**src/rtl/frame_deser_pkg.sv**
```systemverilog
package frame_deser_pkg;

  // Receive state of the frame tracker
  typedef enum logic [1:0] {
    ST_IDLE = 2'd0,  // waiting for frame sync to fall
    ST_RECV = 2'd1,  // collecting frame bits
    ST_TAIL = 2'd2   // full frame taken, waiting for frame sync to rise
  } frame_st_t;

  localparam int DEF_WORD_W  = 16;
  localparam int DEF_N_WORDS = 6;
  localparam int DEF_SYNC    = 2;

endpackage

```
**src/rtl/frame_deser_sync.sv**
```systemverilog
module frame_deser_sync #(
  parameter int WIDTH  = 3,
  parameter int STAGES = 2
) (
  input  logic             clk,
  input  logic             rst_n,
  input  logic [WIDTH-1:0] din,
  output logic [WIDTH-1:0] dout
);

  logic [WIDTH-1:0] chain [STAGES];

  always_ff @(posedge clk) begin
    if (!rst_n) begin
      for (int s = 0; s < STAGES; s++) chain[s] <= '0;
    end else begin
      chain[0] <= din;
      for (int s = 1; s < STAGES; s++) chain[s] <= chain[s-1];
    end
  end

  assign dout = chain[STAGES-1];

endmodule

```
**src/rtl/frame_deser_framer.sv**
```systemverilog
module frame_deser_framer
  import frame_deser_pkg::*;
#(
  parameter int WORD_W  = 16,
  parameter int N_WORDS = 6,
  localparam int FRAME_BITS = WORD_W * N_WORDS,
  localparam int CNT_W      = $clog2(FRAME_BITS + 1),
  localparam int BIT_W      = $clog2(WORD_W),
  localparam int IDX_W      = CNT_W - BIT_W
) (
  input  logic              clk,
  input  logic              rst_n,
  input  logic              fs_fall,
  input  logic              fs_rise,
  input  logic              sck_rise,
  input  logic              sd,
  input  logic              err_clr,
  output logic              wr_en,
  output logic [IDX_W-1:0]  wr_idx,
  output logic [WORD_W-1:0] wr_data,
  output logic              frame_done,
  output logic              err_set,
  output logic              frame_err
);

  frame_st_t         st;
  logic [CNT_W-1:0]  cnt;
  logic [WORD_W-1:0] shreg;
  logic [WORD_W-1:0] sh_next;
  logic              word_end;
  logic              frame_end;

  assign sh_next   = {shreg[WORD_W-2:0], sd};
  assign word_end  = (cnt[BIT_W-1:0] == BIT_W'(WORD_W - 1));
  assign frame_end = (cnt == CNT_W'(FRAME_BITS - 1));

  // Early end of frame, or a clock edge past the last bit
  assign err_set = ((st == ST_RECV) && fs_rise) ||
                   ((st == ST_TAIL) && sck_rise && !fs_rise);

  always_ff @(posedge clk) begin
    if (!rst_n) begin
      st         <= ST_IDLE;
      cnt        <= '0;
      shreg      <= '0;
      wr_en      <= 1'b0;
      wr_idx     <= '0;
      wr_data    <= '0;
      frame_done <= 1'b0;
      frame_err  <= 1'b0;
    end else begin
      wr_en      <= 1'b0;
      frame_done <= 1'b0;

      if (err_set)      frame_err <= 1'b1;
      else if (err_clr) frame_err <= 1'b0;

      if (fs_fall) begin
        st  <= ST_RECV;
        cnt <= '0;
      end else begin
        case (st)
          ST_RECV: begin
            if (fs_rise) begin
              st <= ST_IDLE;
            end else if (sck_rise) begin
              shreg <= sh_next;
              cnt   <= cnt + 1'b1;
              if (word_end) begin
                wr_en   <= 1'b1;
                wr_idx  <= cnt[CNT_W-1:BIT_W];
                wr_data <= sh_next;
              end
              if (frame_end) begin
                frame_done <= 1'b1;
                st         <= ST_TAIL;
              end
            end
          end
          ST_TAIL: begin
            if (fs_rise) st <= ST_IDLE;
          end
          default: ;
        endcase
      end
    end
  end

endmodule

```
**src/rtl/frame_deser_outregs.sv**
```systemverilog
module frame_deser_outregs #(
  parameter int WORD_W  = 16,
  parameter int N_WORDS = 6,
  parameter int IDX_W   = 3,
  localparam int BUS_W  = WORD_W * N_WORDS
) (
  input  logic              clk,
  input  logic              rst_n,
  input  logic              wr_en,
  input  logic [IDX_W-1:0]  wr_idx,
  input  logic [WORD_W-1:0] wr_data,
  input  logic              frame_done,
  output logic [BUS_W-1:0]  sample_bus,
  output logic              sample_valid
);

  // Staging words for the frame in progress; no reset needed
  logic [WORD_W-1:0] stage_mem [N_WORDS];

  always_ff @(posedge clk) begin
    if (wr_en) stage_mem[wr_idx] <= wr_data;
  end

  for (genvar k = 0; k < N_WORDS; k++) begin : g_word
    logic [WORD_W-1:0] out_q;
    if (k == N_WORDS - 1) begin : g_last
      // Final word arrives with the done pulse and bypasses staging
      always_ff @(posedge clk) begin
        if (!rst_n)          out_q <= '0;
        else if (frame_done) out_q <= wr_data;
      end
    end else begin : g_mid
      always_ff @(posedge clk) begin
        if (!rst_n)          out_q <= '0;
        else if (frame_done) out_q <= stage_mem[k];
      end
    end
    assign sample_bus[k*WORD_W +: WORD_W] = out_q;
  end

  always_ff @(posedge clk) begin
    if (!rst_n) sample_valid <= 1'b0;
    else        sample_valid <= frame_done;
  end

endmodule

```
**src/rtl/frame_deser.sv**
```systemverilog
module frame_deser
  import frame_deser_pkg::*;
#(
  parameter int WORD_W      = DEF_WORD_W,
  parameter int N_WORDS     = DEF_N_WORDS,
  parameter int SYNC_STAGES = DEF_SYNC,
  localparam int BUS_W      = WORD_W * N_WORDS,
  localparam int CNT_W      = $clog2(BUS_W + 1),
  localparam int IDX_W      = CNT_W - $clog2(WORD_W)
) (
  input  logic             clk,
  input  logic             rst_n,
  input  logic             fsync_in,
  input  logic             sclk_in,
  input  logic             sdata_in,
  input  logic             err_clr,
  output logic [BUS_W-1:0] sample_bus,
  output logic             sample_valid,
  output logic             frame_err
);

  logic [2:0]        sync_q;   // {data, sclk, fsync}
  logic [1:0]        edge_q;   // {sclk, fsync} one cycle later
  logic              fs_fall, fs_rise, sck_rise;
  logic              wr_en, frame_done, err_set;
  logic [IDX_W-1:0]  wr_idx;
  logic [WORD_W-1:0] wr_data;

  frame_deser_sync #(.WIDTH(3), .STAGES(SYNC_STAGES)) u_sync (
    .clk  (clk),
    .rst_n(rst_n),
    .din  ({sdata_in, sclk_in, fsync_in}),
    .dout (sync_q)
  );

  always_ff @(posedge clk) begin
    if (!rst_n) edge_q <= '0;
    else        edge_q <= sync_q[1:0];
  end

  assign fs_fall  = !sync_q[0] &&  edge_q[0];
  assign fs_rise  =  sync_q[0] && !edge_q[0];
  assign sck_rise =  sync_q[1] && !edge_q[1];

  frame_deser_framer #(.WORD_W(WORD_W), .N_WORDS(N_WORDS)) u_framer (
    .clk       (clk),
    .rst_n     (rst_n),
    .fs_fall   (fs_fall),
    .fs_rise   (fs_rise),
    .sck_rise  (sck_rise),
    .sd        (sync_q[2]),
    .err_clr   (err_clr),
    .wr_en     (wr_en),
    .wr_idx    (wr_idx),
    .wr_data   (wr_data),
    .frame_done(frame_done),
    .err_set   (err_set),
    .frame_err (frame_err)
  );

  frame_deser_outregs #(.WORD_W(WORD_W), .N_WORDS(N_WORDS), .IDX_W(IDX_W)) u_out (
    .clk         (clk),
    .rst_n       (rst_n),
    .wr_en       (wr_en),
    .wr_idx      (wr_idx),
    .wr_data     (wr_data),
    .frame_done  (frame_done),
    .sample_bus  (sample_bus),
    .sample_valid(sample_valid)
  );

endmodule

```
**config.mk**
```make
export PLATFORM = sky130hd
export DESIGN_NAME = frame_deser
export DESIGN_NICKNAME = d
export VERILOG_FILES = /design/src/rtl/frame_deser_pkg.sv /design/src/rtl/frame_deser_sync.sv /design/src/rtl/frame_deser_framer.sv /design/src/rtl/frame_deser_outregs.sv /design/src/rtl/frame_deser.sv
export SDC_FILE = /design/constraint.sdc
export NUM_CORES = 1
export LEC_CHECK = 0
export ABC_CLOCK_PERIOD_IN_PS = 2600
export BUFFER_PORTS_ARGS = -buffer_cell sky130_fd_sc_hd__buf_2
export CAP_MARGIN = 5
export CORE_ASPECT_RATIO = 0.9
export CORE_MARGIN = 2
export CORE_UTILIZATION = 35
export CTS_BUF_LIST = sky130_fd_sc_hd__clkbuf_4 sky130_fd_sc_hd__clkbuf_8
export CTS_CLUSTER_DIAMETER = 30
export CTS_CLUSTER_SIZE = 8
export DETAILED_ROUTE_END_ITERATION = 8
export PLACE_DENSITY_LB_ADDON = 0.05
export REMOVE_ABC_BUFFERS = 1
export SLEW_MARGIN = 20
export SYNTH_ARGS = -nofsm -noshare
export SYNTH_HDL_FRONTEND = slang
export SYNTH_SLANG_ARGS = --single-unit
```
**constraint.sdc**
```tcl
create_clock -name clk -period 2.6 [get_ports clk]
set_clock_uncertainty 0.05 [all_clocks]
set_input_delay 0.13 -clock clk [delete_from_list [all_inputs] [get_ports clk]]
set_output_delay 0.13 -clock clk [all_outputs]
set_load 0.02 [all_outputs]
```
After elaboration in Yosys (flattened, before gate mapping)
Memories as Yosys holds them, arrays and structs flattened. A register that Yosys moved wholly into a read port is not among the register bits.
Index checks and enable logic that the tools add are counted.
{"block": "op_classes", "bitwise": 7, "n_addsub": 1, "n_eq_ne": 10, "n_reduce_logical": 26, "mux": 16}
{"op": "AND reduction 4 bit", "n": 3}
{"op": "logical NOT 1 bit", "n": 9}
{"op": "2-to-1 mux 1 bit", "n": 9}
{"op": "2-to-1 mux 2 bit", "n": 4}
{"op": "inequality test 4 x 2 -> 1 bit, second input constant", "n": 2}
{"op": "adder 7 x 1 -> 7 bit, second input constant", "n": 1}
{"op": "== test 7 bit, second input constant", "n": 1}
{"op": "logical AND 1 bit", "n": 6}
{"op": "2-to-1 mux 3 bit", "n": 2}
{"op": "inequality test 3 x 1 -> 1 bit, second input constant", "n": 2}
{"op": "NOT 1 bit", "n": 5}
{"op": "AND reduction 5 bit", "n": 1}
{"op": "OR reduction 5 bit", "n": 1}
{"op": "== test 4 bit, second input constant", "n": 1}
{"op": "case mux 2 bit (2 select lines)", "n": 1}
{"op": "nonzero test 2 bit", "n": 2}
{"op": "inequality test 3 x 2 -> 1 bit, second input constant", "n": 1}
{"op": "AND reduction 3 bit", "n": 1}
{"op": "nonzero test 3 bit", "n": 1}
{"op": "== test 2 x 1 -> 1 bit, second input constant", "n": 1}
{"op": "== test 2 bit, second input constant", "n": 1}
{"op": "inequality test 2 x 1 -> 1 bit, second input constant", "n": 1}
{"op": "bitwise OR 1 bit", "n": 2}
{"op": "OR reduction 2 bit", "n": 1}
{"op": "logical OR 1 bit", "n": 1}
{"block": "word_totals", "mem_count": 2, "output_inout_bits": 98, "mem_bits_rw": 102, "reg_bits": 65, "elab_cells": 74}
{"name": "u_out.stage_mem", "words": 6, "width": 16, "read_ports": 5, "rd_clocked_by_memory_dff": 5, "write_ports": 1, "line": "frame_deser_outregs.sv:18", "rtl": "logic [WORD_W-1:0] stage_mem [N_WORDS];"}
{"name": "u_sync.chain", "words": 2, "width": 3, "read_ports": 2, "rd_clocked_by_memory_dff": 0, "write_ports": 2, "line": "frame_deser_sync.sv:11", "rtl": "logic [WIDTH-1:0] chain [STAGES];"}

Logic depth before layout (Yosys ltp)
Gate-level depths: netlist (run 1).
{"block": "logic_depth", "word_depth": 6, "ltp_mapped": 7, "ltp_nobuf": 6}

Modules after synthesis
From an unflattened synthesis (run 1), not the netlist that was laid out.
{"block": "hier_totals", "cells_unflattened": 634, "area_unflattened_um2": 8194.1}
{"module": "frame_deser_outregs", "n_inst": 1, "cells_each": 399, "area_each_um2": 6105.9}
{"module": "frame_deser_framer", "n_inst": 1, "cells_each": 213, "area_each_um2": 1836.8}
{"module": "frame_deser_sync", "n_inst": 1, "cells_each": 15, "area_each_um2": 180.2}
{"module": "frame_deser", "n_inst": 1, "cells_each": 7, "area_each_um2": 71.3}

Worst setup path after synthesis (run 1)
No wires, ideal clock.
{"block": "synth_path", "path_type": "register -> register", "startpoint": "register u_framer.wr_idx[1]", "endpoint": "memory u_out.stage_mem[4][0] (enable)", "required_ps": 2137, "setup_time_ps": 413, "stages_incl_launch_ff": 3, "t_arrival_ps": 1711, "n_path_buf": 0, "path_slack_ps": 426, "cell_sequence": "dfxtp_1 > nand2b_1 > nor3b_1"}
{"item": "from (decl)", "line": "frame_deser_framer.sv:19", "rtl": "output logic [IDX_W-1:0] wr_idx,"}
{"item": "from (signal assigned)", "line": "frame_deser_framer.sv:71", "rtl": "wr_idx <= cnt[CNT_W-1:BIT_W];"}
{"item": "to (decl)", "line": "frame_deser_outregs.sv:18"}
No word-level cell before the write port.

==> metrics.md, run 1 <==
| Metric | Value |
|---|---|
| CP Cell Sequence | `inv_1 -> ha_1 -> nand4b_4 -> nor2_8 -> mux2i_1 -> nor2b_1` |
| EDFF count, synth | `80` |
| Slew Limit Fails | `0` |
| CP max stage cell | `nor2_8` |
| Biggest cell delay along the critical path | `0.49 ns` |
| Synthesized area | `0.00817 sq mm` |
| Root Driver | `clkbuf_8` |
| CP top delay family | `simple AND/OR/NAND/NOR gates` |
| Worst-margin pin slew | `0.587 ns` |
| Slew margin rel. | `60.9%` |
| Antenna Cells | `0` |
| Flops & latches, synth | `231` |
| Crit. End Element | `register` |
| Worst setup SP type | `register` |
| Worst Setup SP | `u_sync.chain[0][3]` |
| Most common cell after layout, fill and taps aside | `dfxtp_1` |
| Fmax | `491 MHz` |
| Most used DFF post-synth | `dfxtp_1` |
| Leakage power | `3.74 nW` |
| # fillers | `2,183` |
| Tot GR Track Use | `13.7%` |
| Unrepaired setup endpoints after global routing | `no` |
| Post-DP HPWL | `10.1 mm` |
| Req. time, crit path | `2.97 ns` |
| Core Area | `0.0231 sq mm` |
| Pwr Density | `806 mW/mm^2` |
| DIE HEIGHT | `149 um` |
| Critical Path AT | `2.41 ns` |
| Final Power | `0.00830 W` |
| Num ports | `104` |
| Synth Instances | `612` |
| Sw frac | `20.7%` |
| Hold Crit Start | `rst_n` |
| Routed wire length | `16.7 mm` |
| Via count | `4,831` |
| Global-route wire length before repair | `26.1 mm` |
| Sequential fraction of design power | `44.9%` |
| Outcome | `finished clean` |
| CTS tree | `done` |
| Yosys warnings | `0` |
| Crit path kind | `reg2reg` |
| DR iter-0 viols | `201` |
| Max Cap Viol | `0` |
| Routed wire per std cell | `15.2 um` |
| Most frequent cells in the layout | `dfxtp_1, nor2b_1, mux2i_1, buf_2, edfxtp_1` |
| # clock sinks | `231` |
| P&R area growth vs syn | `26.0%` |
| Drt first pass iters | `4` |
| Fin nets | `765` |
| Final period util | `78.4%` |
| Initial Utilization | `35.3%` |
| Largest net degree at the start of global routing | `65` |
| Crit path buf inv count | `1` |
| Reg2Reg Launch Point | `u_sync.chain[0][3]` |
| Vias in the first global route | `4,855` |
| Clock network power share | `53.8%` |
| Cell Rows | `53` |
| Gr ovfl total | `0` |
| Comb power frac | `1.3%` |
| Fin crit period | `2.04 ns` |
| FFs w/ async S/R, synth | `0%` |
| TritonCTS Buffers | `50` |
| Drt drc | `0` |
| Final hold vios | `0` |
| Seq/Total Area, Yosys | `66.4%` |
| Post-cts resize count | `0` |
| Die width | `165 um` |
| HP Class | `in2reg` |
| Synthesized area per cell | `13.4 sq um` |
| WHS | `0.0878 ns` |
| Reported net switching power | `0.00171 W` |
| Initial antenna violation count | `0` |
| Post-route ant nets | `0` |
| Post-CTS Setup Inserts | `0` |
| Routed vias/inst | `4.40` |
| Internal Power | `0.00658 W` |
| CP max FO | `19` |
| Synth unique cells | `33` |
| Peak supply drop | `431 uV` |
| RePlAce Congestion | `0.738` |
| Depth of the CTS H-tree | `2` |
| Clock latency on the worst-skew pair | `0.55 ns` |
| Count of final setup violators | `0` |
| Die area | `0.0246 sq mm` |
| Port buffer count | `103` |
| Layout cells sized above 1 | `27.0%` |
| Clk slew on worst S/H paths | `0.05 ns` |
| Clock Tree Buf Depth | `3` |
sequential cells by signal, summed over array words and instances, names as in the netlist, 2 cells and up:
register and flops:
u_framer.st 2, u_out.g_word.out_q 96, u_out.stage_mem 80, u_framer.shreg 15
edge_q 2, u_framer.wr_idx 3, u_framer.wr_data 16, u_framer.cnt 7
u_sync.chain 6
path summary, 6_finish.rpt:
kind	endpoint	slack, ns	depth (start not counted)
max reg2reg	u_framer.wr_idx[0]	0.56	6
min	u_sync.chain[0][4]	0.09	2
max	u_framer.wr_idx[0]	0.56	6
min reg2reg	u_sync.chain[0][4]	0.38	1
worst reg2reg max path, cell delays in order, from the launching register on:
cell and delay, ns:
dfxtp_1 0.34, inv_1 0.05, ha_1 0.38, nand4b_4 0.32
nor2_8 0.49, mux2i_1 0.24, nor2b_1 0.06
synth_stat cells (4+ instances only):
| master | n | area [sq um] |
|---|---|---|
| nor2b_1 | 117 | 732 |
| dfxtp_1 | 151 | 3020 |
| and2_1 | 9 | 56.3 |
| inv_1 | 5 | 18.8 |
| nor2_1 | 12 | 45.0 |
| a21boi_0 | 15 | 113 |
| edfxtp_1 | 80 | 2400 |
| buf_2 | 10 | 50.1 |
| nand2_1 | 35 | 131 |
| nand2b_1 | 5 | 31.3 |
| mux2i_1 | 116 | 1160 |
| clkbuf_1 | 21 | 78.8 |
| nor3_1 | 4 | 20.0 |
| ha_1 | 5 | 62.6 |
| xor2_1 | 5 | 43.8 |
kinds of logic (layout without fill, tap and decap cells):
| logic type | Yosys count | count (layout) | synth area share, % |
|---|---|---|---|
| simple gates | 194 | 194 | 13.9 |
| xor+xnor | 6 | 6 | 0.643 |
| compound gates | 23 | 23 | 2.07 |
| mux | 116 | 116 | 14.2 |
| fa+ha+maj | 5 | 5 | 0.766 |
| buf+inv | 37 | 221 | 2.05 |
| flops | 231 | 231 | 66.4 |
layer usage:
| layer | vias to the layer above | wire, um | track usage [%] |
|---|---|---|---|
| met5 | - | 0 | 0 |
| met4 | 0 | 255 | 4.96 |
| met3 | 24 | 930 | 3.67 |
| met2 | 105 | 7480 | 21.1 |
| met1 | 2298 | 8040 | 18.5 |
| li1 | 2404 | - | - |
timing repair:
action	4_1_cts	5_1_grt
hold buffers	4	0
setup endpoints to repair	0	0
hold endpoints to repair	4	0
final cells by class:
cell class	count	area (sq um)	share of cell area, %
flip-flops and latches	231	5430	52.7
repair buffers	122	696	6.76
well taps	302	378	3.67
multi-input cells	344	2600	25.2
clock buffers	64	825	8.01
clock inverters	30	350	3.40
inverters	5	18.8	0.182
per-stage QoR:
stage	utilization (%)	instances	setup slack, ns	cell area, sq um	setup TNS, ns
2_1_floorplan	-	580	-1.29	8020	-125.33
3_3_place_gp	39.2	1000	0.599	9080	0
3_5_place_dp	39.2	1000	0.534	9080	0
4_1_cts	44.5	1098	0.540	10300	0
5_1_grt	44.5	1098	0.421	10300	0
6_report	44.5	1098	0.562	10300	0
power by group through the flow:
| stage | clock network, W | logic (W) | registers (W) |
|---|---|---|---|
| 3_3_place_gp | 0 | 0.000102 | 0.00380 |
| 3_5_place_dp | 0 | 0.000105 | 0.00380 |
| 2_1_floorplan | 0 | 0.0000601 | 0.00380 |
| 6_report | 0.00446 | 0.000108 | 0.00373 |
| 5_1_grt | 0.00479 | 0.000119 | 0.00373 |
| 4_1_cts | 0.00460 | 0.000110 | 0.00373 |
(Power assumes the default switching activity.)
==> run 2: changes to the inputs <==
Settings changed: ABC_AREA set to 1, ABC_CLOCK_PERIOD_IN_PS 2600 to 1800.
Clock period 2.6 ns to 1.8 ns, I/O delays scaled along.
==> run 2 against run 1 <==
  * Sequential share of layout area increased by 2.4 points
  * Count of clock-buffer cells in the layout increased by 1
  * Register-to-register slack got worse by 0.39 ns
  * Critical path type unchanged
  * Critical endpoint is now u_framer.wr_data[15]
  * Largest power group unchanged
  * Highest routed layer unchanged
==> metrics.md, run 2 <==
| Metric | Value |
|---|---|
| Count of final setup violators | `0` |
| Sw frac | `20.7%` |
| Count of non-filler cells in the finished layout | `1,234` |
| Layout cells sized above 1 | `24.1%` |
| Top-area cell type share of the netlist area | `38.5%` |
| DIE HEIGHT | `146 um` |
| HP Class | `in2reg` |
| Drt first pass iters | `4` |
| Design Area, Final | `0.00984 sq mm` |
| Outcome | `finished clean` |
| CP Cell Sequence | `inv_1 -> ha_1 -> nand4_4 -> inv_2 -> o21ai_0 -> a21oi_1` |
| Core Util, Final | `45.1%` |
| Worst-margin pin slew | `0.573 ns` |
| FFs w/ async S/R, synth | `0%` |
| Synth top area cells | `dfxtp_1, edfxtp_1, nor2_1` |
| Seq/Total Area, Yosys | `69.2%` |
| Top reg by flops | `u_out.g_word.out_q` |
| Multi-input logic area | `0.00204 sq mm` |
| Critical Path AT | `2.04 ns` |
| Req. time, crit path | `2.21 ns` |
| Worst setup SP type | `register` |
| RePlAce Congestion | `0.776` |
| Clock latency on the worst-skew pair | `0.54 ns` |
| Synth unique cells | `30` |
| Max reg flops | `96` |
| Crit path kind | `reg2reg` |
| Post-placement cell area | `0.00871 sq mm` |
| Vias in the first global route | `5,574` |
| Post-route ant nets | `0` |
| Most frequent cells in the layout | `nor2_1, dfxtp_1, o21ai_0, buf_2, edfxtp_1` |
| Met2 Usage GRT | `23.1%` |
| Core Area | `0.0218 sq mm` |
| Most frequent cell after synthesis | `nor2_1` |
| CTS tree | `done` |
| Grt peak-use layer | `met2` |
| CP max FO | `19` |
| Largest net degree at the start of global routing | `66` |
| Pwr Density | `1180 mW/mm^2` |
| Final period util | `90.4%` |
| Slew Limit Fails | `0` |
| Die area | `0.0236 sq mm` |
| Crit. End Element | `register` |
| Reported net switching power | `0.00239 W` |
| Dpl cells | `1,144` |
| Synth Instances | `773` |
| Peak supply drop | `585 uV` |
| Depth of the CTS H-tree | `2` |
| Synthesized area | `0.00784 sq mm` |
| Gr ovfl total | `0` |
| Internal Power | `0.00919 W` |
| Max Cap Viol | `0` |
| Tot GR Track Use | `14.8%` |
| Initial antenna violation count | `0` |
| Met1 usage | `19.9%` |
| Cell Rows | `51` |
| Yosys warnings | `0` |
| Clk slew on worst S/H paths | `0.05 ns` |
| Die width | `162 um` |
| Routed wire per std cell | `14.0 um` |
| CP max stage cell | `ha_1` |
| Regs by FF count | `u_out.g_word.out_q (96), u_out.stage_mem (80), u_framer.wr_data (16)` |
| Num ports | `104` |
| EDFF count, synth | `80` |
| Drt drc | `0` |
| CP top delay family | `adder cells` |
| # fillers | `2,140` |
| Fin crit period | `1.63 ns` |
| Antenna Cells | `0` |
| Reg area | `0.00543 sq mm` |
| Most common cell after layout, fill and taps aside | `nor2_1` |
| Global Route met3 Usage | `3.72%` |
| Fmax | `614 MHz` |
| P&R area growth vs syn | `25.5%` |
| Fin nets | `917` |
| Post-DP HPWL | `10.5 mm` |
| Unrepaired setup endpoints after global routing | `no` |
| TNS Setup | `0 ns` |
| Sequential fraction of design power | `46.5%` |
| Clock network power share | `52.1%` |
| Clock Tree Buf Depth | `3` |
| Via count | `5,538` |
| Cell taking the most area after synthesis | `dfxtp_1` |
| Initial Utilization | `35.9%` |
| Post-CTS Setup Inserts | `0` |
| Comb power frac | `1.4%` |
| Final hold vios | `0` |
| Most used DFF post-synth | `dfxtp_1` |
| DR iter-0 viols | `360` |
| # clock sinks | `231` |
| Most frequent cells after synthesis | `nor2_1, dfxtp_1, o21ai_0` |
| Flops & latches, synth | `231` |
| Biggest cell delay along the critical path | `0.40 ns` |
| Routed wire length | `17.2 mm` |
| Root Driver | `clkbuf_8` |
| Final Power | `0.0116 W` |
| Port buffer count | `103` |
| TritonCTS Buffers | `46` |
| Synthesized area per cell | `10.1 sq um` |
| Crit path buf inv count | `2` |
| Routed vias/inst | `4.49` |
| Global-route wire length before repair | `28.3 mm` |
| Leakage power | `4.05 nW` |
| Slew margin rel. | `61.8%` |
[run 2: repair_timing]
action	in CTS	in global routing
hold buffers	5	0
endpoints found under the setup margin	0	2
hold endpoints to repair	5	0
resized for setup	0	1
[run 2: layer usage]
layer | part of all wire [%] | routed length (um) | vias up
met5 | 0 | 0 | -
met4 | 1.9 | 320 | 0
met3 | 5.3 | 909 | 31
met2 | 44 | 7650 | 126
met1 | 49 | 8360 | 2563
li1 | - | - | 2818
[run 2: worst register-to-register path, stage by stage, from the launching register on]
cell and delay [ns]:
dfxtp_1 0.35, inv_1 0.05, ha_1 0.40, nand4_4 0.14, inv_2 0.29, o21ai_0 0.12, a21oi_1 0.14
[run 2: power by group through the flow]
stage               combinational [W]  clock [W]  sequential (W)
floorplan                   0.0000806          0         0.00549
global placement             0.000148          0         0.00549
detailed placement           0.000153          0         0.00549
CTS                          0.000161    0.00621         0.00538
global route                 0.000187    0.00648         0.00538
finish                       0.000161    0.00604         0.00538
[run 2: final timing paths]
path	start	endpoint	slack, ns	cells after the start
max reg2reg	u_sync.chain[0][3]	u_framer.wr_data[15]	0.17	6
max	u_sync.chain[0][3]	u_framer.wr_data[15]	0.17	6
min reg2reg	u_sync.chain[0][1]	u_sync.chain[0][4]	0.36	2
min	sclk_in	u_sync.chain[0][1]	0.22	4
[run 2: logic make-up (layout without fill, tap and decap cells)]
kind of cell,after synthesis,after routing,share of synthesized area [%]
simple gates,286,286,14.5
flops,231,231,69.2
buf+inv,90,260,5.12
compound gates,161,161,10.4
fa+ha+maj,5,5,0.798
[run 2: final cells by class]
cell class,instances,area share [%]
Sequential cell,231,55.1
Timing Repair Buffer,128,7.68
Tap cell,291,3.70
Inverter,47,1.80
Clock inverter,20,2.48
Multi-Input combinational cell,452,20.7
Clock buffer,65,8.52
[run 2: metrics by stage]
step	hold WS (ns)	worst slack (ns)
detailed placement	0.228	0.169
finish	0.221	0.172
floorplan	0.133	-1.01
CTS	0.174	0.164
global placement	0.228	0.204
global route	0.229	0.0189
==> run 3: changes to the inputs <==
Settings changed: CORE_UTILIZATION 35 to 25, PLACE_DENSITY_LB_ADDON 0.05 to not set.
==> run 3 against run 2 <==
  * Final cell count up 11%
  * Via count grew 2.5%
  * Count of clock-buffer cells in the layout up 2
  * Routed wire length grew 6.9%
  * Power increased by 4.2%
  * Die area grew 39%
  * First-iteration DRC count decreased by 16%
  * Highest routed layer unchanged
  * Non-clock buffer count up 5
  * Fmax rose by 0.75%
  * Sequential power about the same
==> metrics.md, run 3 (synthesized netlist as in run 2, its figures left out) <==
| Metric | Value |
|---|---|
| Outcome | `finished clean` |
| Final hold vios | `0` |
| Multi-input logic area | `0.00204 sq mm` |
| Stages on worst setup path | `6` |
| HP Class | `in2reg` |
| Fin crit period | `1.62 ns` |
| Num ports | `104` |
| Routed wire per std cell | `13.5 um` |
| Worst-margin pin slew | `0.658 ns` |
| Pwr Density | `1190 mW/mm^2` |
| Most common cell after layout, fill and taps aside | `nor2_1` |
| Leakage power | `4.10 nW` |
| Port buffer count | `103` |
| CP max stage cell | `ha_2` |
| Clock latency on the worst-skew pair | `0.56 ns` |
| Antenna Cells | `0` |
| Final period util | `89.8%` |
| Die width | `191 um` |
| Top reg by flops | `u_out.g_word.out_q` |
| WHS | `0.216 ns` |
| Reg area | `0.00543 sq mm` |
| Biggest cell delay along the critical path | `0.38 ns` |
| R2R cell count | `6` |
| Fin nets | `925` |
| Core Util, Final | `32.8%` |
| Drt first pass iters | `5` |
| Worst setup SP type | `register` |
| Post-route ant nets | `0` |
| P&R area growth vs syn | `29.4%` |
| Req. time, crit path | `2.20 ns` |
| Crit. End Element | `register` |
| CP Cell Sequence | `inv_1 -> ha_2 -> nand4_4 -> buf_4 -> o21ai_0 -> nor2_1` |
| Initial Utilization | `25.4%` |
| Post-DP HPWL | `11.1 mm` |
| Tot GR Track Use | `11.3%` |
| TritonCTS Buffers | `49` |
| Count of final setup violators | `0` |
| # clock sinks | `231` |
| Peak supply drop | `533 uV` |
| Initial antenna violation count | `0` |
| Critical Path AT | `2.02 ns` |
| Global-route wire length before repair | `28.8 mm` |
| Hold Path Stages | `4` |
| Drt drc | `0` |
| DIE HEIGHT | `172 um` |
| Crit path kind | `reg2reg` |
| Slew margin rel. | `56.2%` |
| Vias in the first global route | `5,315` |
| Routed wire length | `18.4 mm` |
| CP top delay family | `adder cells` |
| Max Cap Viol | `0` |
| Unrepaired setup endpoints after global routing | `no` |
| Root Driver | `clkbuf_8` |
| TNS Setup | `0 ns` |
| Via count | `5,674` |
| Routed vias/inst | `4.16` |
| Core Area | `0.0309 sq mm` |
| Cell Rows | `61` |
| Largest net degree at the start of global routing | `80` |
| RePlAce Congestion | `0.731` |
| CP max FO | `10` |
| # fillers | `3,203` |
| DR iter-0 viols | `302` |
| Fmax | `619 MHz` |
| Die area | `0.0328 sq mm` |
| Layout cells sized above 1 | `24.7%` |
| Regs by FF count | `u_out.g_word.out_q (96), u_out.stage_mem (80), u_framer.wr_data (16)` |
| Clock Tree Buf Depth | `3` |
| Max reg flops | `96` |
| Depth of the CTS H-tree | `2` |
| Most frequent cells in the layout | `nor2_1, dfxtp_1, o21ai_0, buf_2, edfxtp_1` |
| Slew Limit Fails | `0` |
| Gr ovfl total | `0` |
| Clk slew on worst S/H paths | `0.07 ns` |
| CTS tree | `done` |
| Crit path buf inv count | `2` |
==> run 3: worst paths after layout <==
kind                               to  slack (ns)          startpoint
setup / recovery  u_framer.wr_data[1]        0.18  u_sync.chain[0][3]
hold / removal     u_sync.chain[0][2]        0.22            sdata_in
setup reg to reg  u_framer.wr_data[1]        0.18  u_sync.chain[0][3]
hold reg to reg    u_sync.chain[0][4]        0.36  u_sync.chain[0][1]
==> run 3: metal layers <==
metal,wire length (um),part of all wire (%),up-vias,track usage [%]
met3,1060,5.8,41,3.19
li1,-,-,2846,-
met5,0,0,-,0
met1,9040,49,2628,15.3
met4,487,2.6,0,5.09
met2,7850,43,159,16.7
==> run 3: through the flow <==
stage / worst slack [ns] / area [sq um] / cells / total power [W]
after floorplan: -1.01 / 7620 / 730 / 0.00557
after CTS: 0.0669 / 10100 / 1362 / 0.0123
after detailed placement: 0.00366 / 8850 / 1263 / 0.00565
final: 0.184 / 10100 / 1364 / 0.0121
after global routing: 0.0460 / 10100 / 1364 / 0.0126
after global placement: 0.0746 / 8850 / 1263 / 0.00564
==> run 3: power by group <==
part | switching (W) | internal (W) | leakage (nW)
Sequential | 0.00000718 | 0.00538 | 1.81
Combinational | 0.000101 | 0.0000620 | 1.69
Clock | 0.00240 | 0.00413 | 0.605
==> run 3: worst reg2reg max path: cells and delay by family, from the launching register on <==
family,cells,cell delay [ns]
adder cells (fa/ha/maj),1,0.38
buffers and inverters,2,0.29
AND/OR/NAND/NOR,2,0.25
AO/OA/AOI/OAI,1,0.16
flip-flops,1,0.36
==> run 3: layout make-up <==
cell class | instances | area share, %
clock buffers | 67 | 8.41
clock inverters | 25 | 3.27
multi-input cells | 452 | 20.1
well taps | 409 | 5.04
repair buffers | 133 | 7.87
inverters | 47 | 1.80
flip-flops and latches | 231 | 53.5
==> run 3: repair_timing <==
action | CTS | global route
gates resized for setup | 1 | 3
buffers inserted | 0 | 2
hold endpoints to repair | 29 | 0
hold buffers | 7 | 0
pin swaps | 0 | 1
endpoints found under the setup margin | 2 | 8
